$ cat src/rtl/pcc_pkg.sv
package pcc_pkg;
  typedef enum logic {
    PCC_MODE_PERMIT = 1'b0,
    PCC_MODE_BLOCK  = 1'b1
  } pcc_mode_e;

  typedef struct packed {
    pcc_mode_e mode;
    logic      rx_inv;
    logic      tx_inv;
  } pcc_cfg_t;

  localparam int PCC_SYNC_STAGES = 2;
  localparam int PCC_FIELD_BITS  = 4;
endpackage

$ cat src/rtl/pcc_sync.sv
module pcc_sync #(
  parameter int WIDTH  = 4,
  parameter int STAGES = 2
) (
  input  logic             clk_i,
  input  logic             rst_i,
  input  logic [WIDTH-1:0] async_i,
  output logic [WIDTH-1:0] sync_o
);
  logic [WIDTH-1:0] stage_q [STAGES];

  generate
    for (genvar s = 0; s < STAGES; s++) begin : g_stage
      if (s == 0) begin : g_first
        always_ff @(posedge clk_i) begin
          if (rst_i) stage_q[s] <= '0;
          else       stage_q[s] <= async_i;
        end
      end else begin : g_next
        always_ff @(posedge clk_i) begin
          if (rst_i) stage_q[s] <= '0;
          else       stage_q[s] <= stage_q[s-1];
        end
      end
    end
  endgenerate

  assign sync_o = stage_q[STAGES-1];
endmodule

$ cat src/rtl/pcc_cfg_reg.sv
module pcc_cfg_reg
  import pcc_pkg::*;
#(
  parameter int CNT_W = 8
) (
  input  logic             clk_i,
  input  logic             rst_i,
  input  pcc_cfg_t         cfg_i,
  input  logic [CNT_W-1:0] thr_i,
  output pcc_cfg_t         cfg_o,
  output logic [CNT_W-1:0] thr_o
);
  always_ff @(posedge clk_i) begin
    if (rst_i) begin
      cfg_o <= cfg_i;
      thr_o <= thr_i;
    end
  end
endmodule

$ cat src/rtl/pcc_comparer.sv
module pcc_comparer
  import pcc_pkg::*;
(
  input  pcc_cfg_t cfg_i,
  input  logic     pos_i,
  input  logic     rx_i,
  input  logic     low_i,
  input  logic     high_i,
  output logic     qual_o,
  output logic     key_lvl_o
);
  logic rx_eff;
  logic coinc;

  always_comb begin
    rx_eff = rx_i ^ cfg_i.rx_inv;
    unique case (cfg_i.mode)
      PCC_MODE_BLOCK:  coinc = pos_i & ~rx_eff;
      default:         coinc = pos_i &  rx_eff;
    endcase
    qual_o    = coinc & high_i;
    key_lvl_o = (pos_i & low_i) ^ cfg_i.tx_inv;
  end
endmodule

$ cat src/rtl/pcc_integrator.sv
module pcc_integrator #(
  parameter int CNT_W = 8
) (
  input  logic             clk_i,
  input  logic             rst_i,
  input  logic             qual_i,
  input  logic [CNT_W-1:0] thr_i,
  output logic [CNT_W-1:0] cnt_o,
  output logic             trip_o
);
  localparam logic [CNT_W-1:0] CNT_MAX = '1;

  logic [CNT_W:0] cnt_inc;
  assign cnt_inc = {1'b0, cnt_o} + {{CNT_W{1'b0}}, 1'b1};

  always_ff @(posedge clk_i) begin
    if (rst_i) begin
      cnt_o  <= '0;
      trip_o <= 1'b0;
    end else if (qual_i) begin
      if (cnt_o != CNT_MAX) cnt_o <= cnt_inc[CNT_W-1:0];
      if (cnt_inc >= {1'b0, thr_i}) trip_o <= 1'b1;
    end else begin
      cnt_o <= '0;
    end
  end
endmodule

$ cat src/rtl/pcc_trip_logic.sv
module pcc_trip_logic
  import pcc_pkg::*;
#(
  parameter int CNT_W = 8
) (
  input  logic             clk_i,
  input  logic             rst_i,
  input  logic             cfg_block_i,
  input  logic             cfg_rx_inv_i,
  input  logic             cfg_tx_inv_i,
  input  logic [CNT_W-1:0] cfg_thr_i,
  input  logic             cur_pos_i,
  input  logic             rx_raw_i,
  input  logic             det_low_i,
  input  logic             det_high_i,
  output logic             tx_key_o,
  output logic             trip_o
);
  pcc_cfg_t         cfg_live;
  pcc_cfg_t         cfg_q;
  logic [CNT_W-1:0] thr_q;
  logic [PCC_FIELD_BITS-1:0] field_async;
  logic [PCC_FIELD_BITS-1:0] field_sync;
  logic             pos_s, rx_s, low_s, hi_s;
  logic             qual_w, key_lvl_w;
  logic [CNT_W-1:0] cnt_w;
  logic             tx_key_q;

  assign cfg_live.mode   = cfg_block_i ? PCC_MODE_BLOCK : PCC_MODE_PERMIT;
  assign cfg_live.rx_inv = cfg_rx_inv_i;
  assign cfg_live.tx_inv = cfg_tx_inv_i;

  pcc_cfg_reg #(.CNT_W(CNT_W)) cfg_i (
    .clk_i(clk_i), .rst_i(rst_i), .cfg_i(cfg_live), .thr_i(cfg_thr_i),
    .cfg_o(cfg_q), .thr_o(thr_q)
  );

  assign field_async = {det_high_i, det_low_i, rx_raw_i, cur_pos_i};

  pcc_sync #(.WIDTH(PCC_FIELD_BITS), .STAGES(PCC_SYNC_STAGES)) sync_i (
    .clk_i(clk_i), .rst_i(rst_i), .async_i(field_async), .sync_o(field_sync)
  );

  assign {hi_s, low_s, rx_s, pos_s} = field_sync;

  pcc_comparer cmp_i (
    .cfg_i(cfg_q), .pos_i(pos_s), .rx_i(rx_s), .low_i(low_s), .high_i(hi_s),
    .qual_o(qual_w), .key_lvl_o(key_lvl_w)
  );

  pcc_integrator #(.CNT_W(CNT_W)) integ_i (
    .clk_i(clk_i), .rst_i(rst_i), .qual_i(qual_w), .thr_i(thr_q),
    .cnt_o(cnt_w), .trip_o(trip_o)
  );

  always_ff @(posedge clk_i) begin
    if (rst_i) tx_key_q <= cfg_tx_inv_i;
    else       tx_key_q <= key_lvl_w;
  end

  assign tx_key_o = tx_key_q;
endmodule


$ cat config.mk
export PLATFORM = sky130hd
export DESIGN_NAME = pcc_trip_logic
export DESIGN_NICKNAME = d
export VERILOG_FILES = /design/src/rtl/pcc_pkg.sv /design/src/rtl/pcc_sync.sv /design/src/rtl/pcc_cfg_reg.sv /design/src/rtl/pcc_comparer.sv /design/src/rtl/pcc_integrator.sv /design/src/rtl/pcc_trip_logic.sv
export SDC_FILE = /design/constraint.sdc
export NUM_CORES = 1
export LEC_CHECK = 0
export BUFFER_PORTS_ARGS = -buffer_cell sky130_fd_sc_hd__buf_4
export CAP_MARGIN = 5
export CORE_ASPECT_RATIO = 1.75
export CORE_UTILIZATION = 51
export DETAILED_ROUTE_END_ITERATION = 10
export PLACE_DENSITY_LB_ADDON = 0.25
export RECOVER_POWER = 25
export SYNTH_ARGS = -nofsm -noshare
export SYNTH_HDL_FRONTEND = slang
export SYNTH_SLANG_ARGS = --single-unit
$ cat constraint.sdc
create_clock -name clk_i -period 2.29 [get_ports clk_i]
set_clock_uncertainty 0.15 [all_clocks]
set_input_delay 0.687 -clock clk_i [delete_from_list [all_inputs] [get_ports clk_i]]
set_output_delay 0.687 -clock clk_i [all_outputs]
set_load 0.02 [all_outputs]
==> flow_metrics.py, run 1 <==
metrics = {
    "synthesis": {
        "yosysTopAreaCell": "dfxtp_1",
        "yosysWarnings": 0,
        "postSynthNetCount": 134,
        "synthesis.area_um2": 1250,
        "synth.lib_cells_used.distinct": 24,
        "synth.top_cell.area_share_pct": 28.9,
        "synth_area_per_cell_um2": 11.6,
        "ys_ff_latch": 29,
        "synth-seq-area-share_pct": 55.4,
        "netlist_instances": 108,
        "ys_top_cells_by_area": "dfxtp_1, edfxtp_1, ha_1",
    },
    "power": {
        "p_sw_share_pct": 18.7,
        "pwr-share-comb_pct": 5.6,
        "ir_worst_vdd_uv": 813,
        "intPower_mw": 0.917,
        "leakage_nw": 0.712,
        "power.net_switching_mw": 0.211,
        "sequentialPowerShare_pct": 50.3,
        "clkPwrFrac_pct": 44.1,
        "power.density_cell_area_nw_per_um2": 738,
    },
    "critical_path": {
        "critPathMaxFanout": 6,
        "rrSetupSlack_ns": 0.13,
        "reg_to_reg_end": "integ_i.trip_o$_SDFFE_PP0P_",
        "critPathKind": "reg -> reg",
        "ff2ff_path_depth": 9,
        "r2r_start": "integ_i.cnt_o[0]$_SDFFE_PP0P_",
        "worstSetupEndpointType": "register",
        "critPathRequiredTime_ns": 2.32,
        "startpoint_type": "register",
        "worst-endpoint-arrival_ns": 2.19,
    },
    "clocking": {
        "path_clk_slew_ns": 0.06,
        "cts_buffer_depth": 2,
        "number_of_cts_inserted_buffers": 5,
        "tritoncts": "done",
        "insertion_delay_ns": 0.27,
        "cts.sink_count": 29,
        "clock-root-buffer": "clkbuf_8",
        "clock_tree.htree_level_count": 2,
    },
    "final_layout": {
        "final_core_utilization_pct": 66.4,
        "antenna_cells_inserted": 0,
        "layout.nets": 158,
        "multiInputGateArea_um2": 509,
        "layout-area-overhead-vs-synth_pct": 22.6,
        "sequential_cell_area_um2": 691,
        "most_frequent_standard_cell_in_the_layout_excluding_fill_and_tap_cells": "dfxtp_1",
        "final.fill_count": 187,
        "most-common-layout-cells": "dfxtp_1, inv_1, edfxtp_1",
        "drive_above_1_share_pct": 23.3,
    },
    "worst_hold_path": {
        "min_path_type": "reg -> reg",
        "hold-path-cell-count": 1,
        "source_of_the_worst_hold_timing_path": "sync_i.stage_q[0][2]$_SDFF_PP0_",
        "hold_end": "sync_i.stage_q[1][2]$_SDFF_PP0_",
    },
    "routing": {
        "wl_met2_um": 1050,
        "route.vias.total": 805,
        "routed_wl_um": 1870,
        "detailed_routing_iteration_count_for_the_pre_antenna_repair_pass": 3,
        "dr.first_iter.drc_count": 6,
        "routed_wl_per_cell_um": 11.8,
        "detail_route.wirelength.met1_um": 668,
        "drtAntennaViolNets": 0,
        "drc_errors": 0,
        "route.top_layer_used": "met4",
        "via_count_normalized_by_instance_count": 5.09,
        "wl_met3_um": 74,
    },
    "place": {
        "place.gp.congestion": 0.665,
        "dp_worst_setup_slack_ns": 0.0718,
        "port_buffers": 18,
        "dp_hpwl_um": 1410,
    },
    "sta": {
        "final-setup-viol-count": 0,
        "max-slew-margin-rel_pct": 82.1,
        "slew_viol_final": 0,
        "max_slew.worst_pin.slew_ns": 0.268,
        "fmaxAchievable_ghz": 0.464,
        "final.min_clock_period_ns": 2.16,
        "report.final.hold_viol_count": 0,
        "fin_crit_sh_pct": 94.2,
        "final_critical_path_setup_slack_ns": 0.133,
    },
    "floorplanning": {
        "start_util_pct": 54.2,
        "rows": 23,
        "ioPinCount": 19,
        "design.core.area_um2": 2300,
        "die_w_um": 39.4,
        "design.die.area_um2": 2660,
        "die_height_um": 67.4,
    },
    "outcome": {
        "status": "finished, final reports clean",
    },
    "global_routing": {
        "first_global_vias": 805,
        "grt_first_pass_wirelength_um": 3110,
        "antenna_found_initial": 0,
        "pin_count_of_the_biggest_net_entering_global_routing": 24,
        "global_route.overflow_total": 0,
        "grt_usage_pct": 18.4,
    },
    "job": {
        "maxCapViolCount": 0,
    },
}
flip-flops by register name, indices dropped and copies added, names as in the netlist:
| register | flops |
|---|---|
| cfg_i.thr_o | 8 |
| integ_i.cnt_o | 8 |
| sync_i.stage_q | 8 |
| cfg_i.cfg_o | 3 |
| integ_i.trip_o | 1 |
| tx_key_o | 1 |
power by group through the flow:
stage                     logic, mW  clock network, mW  registers (mW)
after detailed placement     0.0647                  0           0.579
after CTS                    0.0658              0.515           0.568
after floorplan              0.0306                  0           0.580
final                        0.0633              0.497           0.568
after global placement       0.0627                  0           0.579
after global routing         0.0702              0.532           0.570
layout make-up:
| class | instances | share of cell area, % |
|---|---|---|
| clock buffers | 6 | 4.75 |
| flip-flops and latches | 29 | 45.2 |
| clock inverters | 2 | 2.21 |
| repair buffers | 18 | 8.84 |
| inverters | 15 | 3.68 |
| well taps | 25 | 2.05 |
| multi-input cells | 63 | 33.3 |
cell families after synthesis:
kind of cell / count (synthesis) / share of synthesized area, %
AO/OA/AOI/OAI: 15 / 7.42
flip-flops: 29 / 55.4
XOR/XNOR: 9 / 7.62
AND/OR/NAND/NOR: 29 / 14.9
adder cells (fa/ha/maj): 9 / 9.03
multiplexers: 1 / 0.802
buffers and inverters: 16 / 4.81
timing repair:
action                                  4_1_cts  5_1_grt
endpoints found under the setup margin        0        1
buffers inserted                              0        0
resized for setup                             0        2
hold buffers                                  0        0
metal layers:
metal	GRT usage, %	up-vias
met1	15.3	377
met4	15.5	0
met5	0	-
met3	7.89	6
met2	31.0	14
li1	-	408
worst max path at each step:
stage	start	to	slack, ns	cells after the start
finish	integ_i.cnt_o[0]$_SDFFE_PP0P_	integ_i.trip_o$_SDFFE_PP0P_	0.13	9
global route	integ_i.cnt_o[0]$_SDFFE_PP0P_	integ_i.trip_o$_SDFFE_PP0P_	-0.0005	9
CTS	integ_i.cnt_o[0]$_SDFFE_PP0P_	integ_i.trip_o$_SDFFE_PP0P_	0.01	9
detailed placement	integ_i.cnt_o[0]$_SDFFE_PP0P_	integ_i.trip_o$_SDFFE_PP0P_	0.07	9
global placement	integ_i.cnt_o[0]$_SDFFE_PP0P_	integ_i.trip_o$_SDFFE_PP0P_	0.16	9
floorplan	integ_i.cnt_o[0]$_SDFFE_PP0P_	integ_i.trip_o$_SDFFE_PP0P_	0.31	9
stage by stage:
stage / instance area, µm² / cells / TNS (ns) / power (mW) / hold WS, ns
CTS: 1520 / 158 / 0 / 1.15 / 0.293
floorplan: 1250 / 108 / 0 / 0.611 / 0.264
global route: 1530 / 158 / -0.000526 / 1.17 / 0.301
detailed placement: 1410 / 150 / 0 / 0.644 / 0.280
finish: 1530 / 158 / 0 / 1.13 / 0.286
global placement: 1410 / 150 / 0 / 0.641 / 0.267
critical path: stages (launching register included):
cell and delay (ns):
dfxtp_1 0.47, ha_4 0.22, nand3_1 0.11, xor2_1 0.21, inv_1 0.09, ha_1 0.30, a21oi_1 0.06, o21ai_0 0.16
a21oi_1 0.07, o311ai_2 0.22
synthesized netlist by cell type, drive strengths merged:
library cell,number
o21ai,3
a21oi,9
and4,1
edfxtp,11
xor2,4
nand4b,1
inv,15
ha,9
mux2i,1
dfxtp,18
nor2b,9
clkbuf,1
nor3,1
nand4,2
a211oi,1
a21o,1
nand3,3
nand2,7
xor3,1
xnor2,4
nand2b,1
nor2,4
o311ai,1
Power figures use the tool's default switching activity.
==> run 2, diff against run 1 <==
--- a/config.mk
+++ b/config.mk
@@ -5,11 +5,11 @@
 export SDC_FILE = /design/constraint.sdc
 export NUM_CORES = 1
 export LEC_CHECK = 0
-export BUFFER_PORTS_ARGS = -buffer_cell sky130_fd_sc_hd__buf_4
 export CAP_MARGIN = 5
 export CORE_ASPECT_RATIO = 1.75
 export CORE_UTILIZATION = 51
 export DETAILED_ROUTE_END_ITERATION = 10
+export DONT_BUFFER_PORTS = 1
 export PLACE_DENSITY_LB_ADDON = 0.25
 export RECOVER_POWER = 25
 export SYNTH_ARGS = -nofsm -noshare
==> flow_metrics.py, run 2 (synthesis results as in run 1) <==
metrics = {
    "final_layout": {
        "reg.largest.list": "cfg_i.thr_o x8, integ_i.cnt_o x8, sync_i.stage_q x8",
        "layout.nets": 140,
        "layout-area-overhead-vs-synth_pct": 11.9,
        "most-common-layout-cells": "dfxtp_1, inv_1, edfxtp_1",
        "drive_above_1_share_pct": 13.0,
        "antenna_cells_inserted": 0,
        "sequential_cell_area_um2": 693,
        "multiInputGateArea_um2": 509,
        "final.fill_count": 193,
        "most_frequent_standard_cell_in_the_layout_excluding_fill_and_tap_cells": "dfxtp_1",
    },
    "sta": {
        "final_critical_path_setup_slack_ns": 0.125,
        "slew_viol_final": 0,
        "rsz0062_at_grt": "no",
        "report.final.hold_viol_count": 0,
        "max_slew.worst_pin.slew_ns": 0.235,
        "fmaxAchievable_ghz": 0.462,
        "finalHoldWorstSlack_ns": 0.291,
        "final-setup-viol-count": 0,
        "fin_crit_sh_pct": 94.5,
        "max-slew-margin-rel_pct": 84.3,
        "final.min_clock_period_ns": 2.17,
    },
    "power": {
        "total_power_mw": 1.10,
        "clkPwrFrac_pct": 45.1,
        "sequentialPowerShare_pct": 51.9,
        "ir_worst_vdd_uv": 548,
        "pwr-share-comb_pct": 3.0,
        "power.density_cell_area_nw_per_um2": 789,
        "power.net_switching_mw": 0.201,
        "leakage_nw": 0.627,
        "intPower_mw": 0.900,
        "p_sw_share_pct": 18.3,
    },
    "place": {
        "place.gp.congestion": 0.764,
        "dp_worst_setup_slack_ns": -0.00336,
        "port_buffers": 0,
        "dp_hpwl_um": 1430,
    },
    "routing": {
        "routed_wl_um": 1960,
        "detailed_routing_iteration_count_for_the_pre_antenna_repair_pass": 2,
        "route.vias.total": 753,
        "routed_wl_per_cell_um": 14.0,
        "dr.first_iter.drc_count": 17,
        "drtAntennaViolNets": 0,
        "drc_errors": 0,
        "via_count_normalized_by_instance_count": 5.38,
    },
    "global_routing": {
        "antenna_found_initial": 0,
        "grt_first_pass_wirelength_um": 3210,
        "grt_usage_pct": 18.8,
        "global_route.overflow_total": 0,
        "pin_count_of_the_biggest_net_entering_global_routing": 24,
        "first_global_vias": 750,
    },
    "critical_path": {
        "startpoint_type": "register",
        "rrSetupSlack_ns": 0.12,
        "reg_to_reg_end": "integ_i.trip_o$_SDFFE_PP0P_",
        "r2r_start": "integ_i.cnt_o[2]$_SDFFE_PP0P_",
        "critical-path-max-stage-delay_ns": 0.44,
        "worstSetupEndpointType": "register",
        "critPathRequiredTime_ns": 2.33,
        "worst-endpoint-arrival_ns": 2.20,
        "worst_path_most_repeated_cell": "nand2_1",
        "critPathKind": "reg -> reg",
        "ff2ff_path_depth": 9,
        "critPathMaxFanout": 5,
        "crit_path_cell_trace": "and4_4 > nand2_1 > xor2_1 > inv_1 > ha_1 > nand2_1 > o21ai_1 > a21oi_1 > o311ai_2",
        "path_buf_inv": 1,
        "cpMaxStageDelayCell": "dfxtp_1",
        "worst_path_dominant_cell_family": "compound AO/OA/AOI/OAI gates",
    },
    "clocking": {
        "tritoncts": "done",
        "cts.sink_count": 29,
        "cts_buffer_depth": 2,
        "cts_setup_buffers": 0,
        "insertion_delay_ns": 0.28,
        "path_clk_slew_ns": 0.06,
        "number_of_cts_inserted_buffers": 5,
        "clock_tree.htree_level_count": 2,
        "clock-root-buffer": "clkbuf_8",
    },
    "floorplanning": {
        "rows": 23,
        "design.core.area_um2": 2300,
        "die_height_um": 67.4,
        "ioPinCount": 19,
        "start_util_pct": 54.2,
        "design.die.area_um2": 2660,
        "die_w_um": 39.4,
    },
    "worst_hold_path": {
        "min_path_type": "reg -> reg",
        "hold_end": "sync_i.stage_q[1][0]$_SDFF_PP0_",
        "hold-path-cell-count": 1,
        "source_of_the_worst_hold_timing_path": "sync_i.stage_q[0][0]$_SDFF_PP0_",
    },
    "outcome": {
        "status": "finished, final reports clean",
    },
    "job": {
        "maxCapViolCount": 0,
    },
}
==> run 2: changes by cell type in the layout (fill, tap and decap cells not counted) <==
| cell | previous run | this run |
|---|---|---|
| buf_4 | 8 | 0 |
| clkbuf_4 | 10 | 0 |
| dfxtp_1 | 18 | 16 |
| dfxtp_2 | 0 | 2 |
| o21ai_0 | 3 | 2 |
| o21ai_1 | 0 | 1 |
==> run 2: power by group through the flow <==
stage               registers [mW]  logic (mW)  clock network, mW
finish                       0.572      0.0334              0.496
global route                 0.574      0.0386              0.531
CTS                          0.572      0.0339              0.508
detailed placement           0.583      0.0334                  0
global placement             0.581      0.0328                  0
floorplan                    0.580      0.0306                  0
==> run 2: how the worst max path moves through the flow <==
stage | cells after the start | startpoint | slack, ns | end
5_1_grt | 9 | integ_i.cnt_o[2]$_SDFFE_PP0P_ | 0.006 | integ_i.trip_o$_SDFFE_PP0P_
2_1_floorplan | 9 | integ_i.cnt_o[0]$_SDFFE_PP0P_ | 0.31 | integ_i.trip_o$_SDFFE_PP0P_
3_5_place_dp | 9 | integ_i.cnt_o[0]$_SDFFE_PP0P_ | -0.003 | integ_i.trip_o$_SDFFE_PP0P_
4_1_cts | 9 | integ_i.cnt_o[0]$_SDFFE_PP0P_ | 0.01 | integ_i.trip_o$_SDFFE_PP0P_
3_3_place_gp | 9 | integ_i.cnt_o[0]$_SDFFE_PP0P_ | 0.08 | integ_i.trip_o$_SDFFE_PP0P_
6_report | 9 | integ_i.cnt_o[2]$_SDFFE_PP0P_ | 0.12 | integ_i.trip_o$_SDFFE_PP0P_
==> run 2: cell type report <==
class | instances | share of cell area [%]
clock buffers | 6 | 5.20
flip-flops and latches | 29 | 49.6
inverters | 15 | 4.03
clock inverters | 2 | 2.42
well taps | 25 | 2.24
multi-input cells | 63 | 36.5
==> run 2: layer usage <==
| layer | track usage, % | vias up | wire length [µm] |
|---|---|---|---|
| met5 | 0 | - | 0 |
| met4 | 7.76 | 0 | 31 |
| met3 | 8.22 | 5 | 86 |
| met2 | 31.5 | 18 | 1100 |
| met1 | 19.7 | 355 | 741 |
| li1 | - | 375 | - |
==> run 2: metrics by stage <==
step | setup TNS [ns] | cell area [µm²] | util (%) | std cells
global placement | 0 | 1270 | 55.4 | 132
floorplan | 0 | 1250 | - | 108
CTS | 0 | 1380 | 60.1 | 140
detailed placement | -0.00336 | 1270 | 55.4 | 132
global route | 0 | 1400 | 60.7 | 140
finish | 0 | 1400 | 60.7 | 140
==> run 2: what timing repair did <==
| action | CTS | global route |
|---|---|---|
| hold buffers | 0 | 0 |
| setup endpoints to repair | 1 | 1 |
| endpoints found under the hold margin | 0 | 0 |
| gates resized for setup | 1 | 4 |
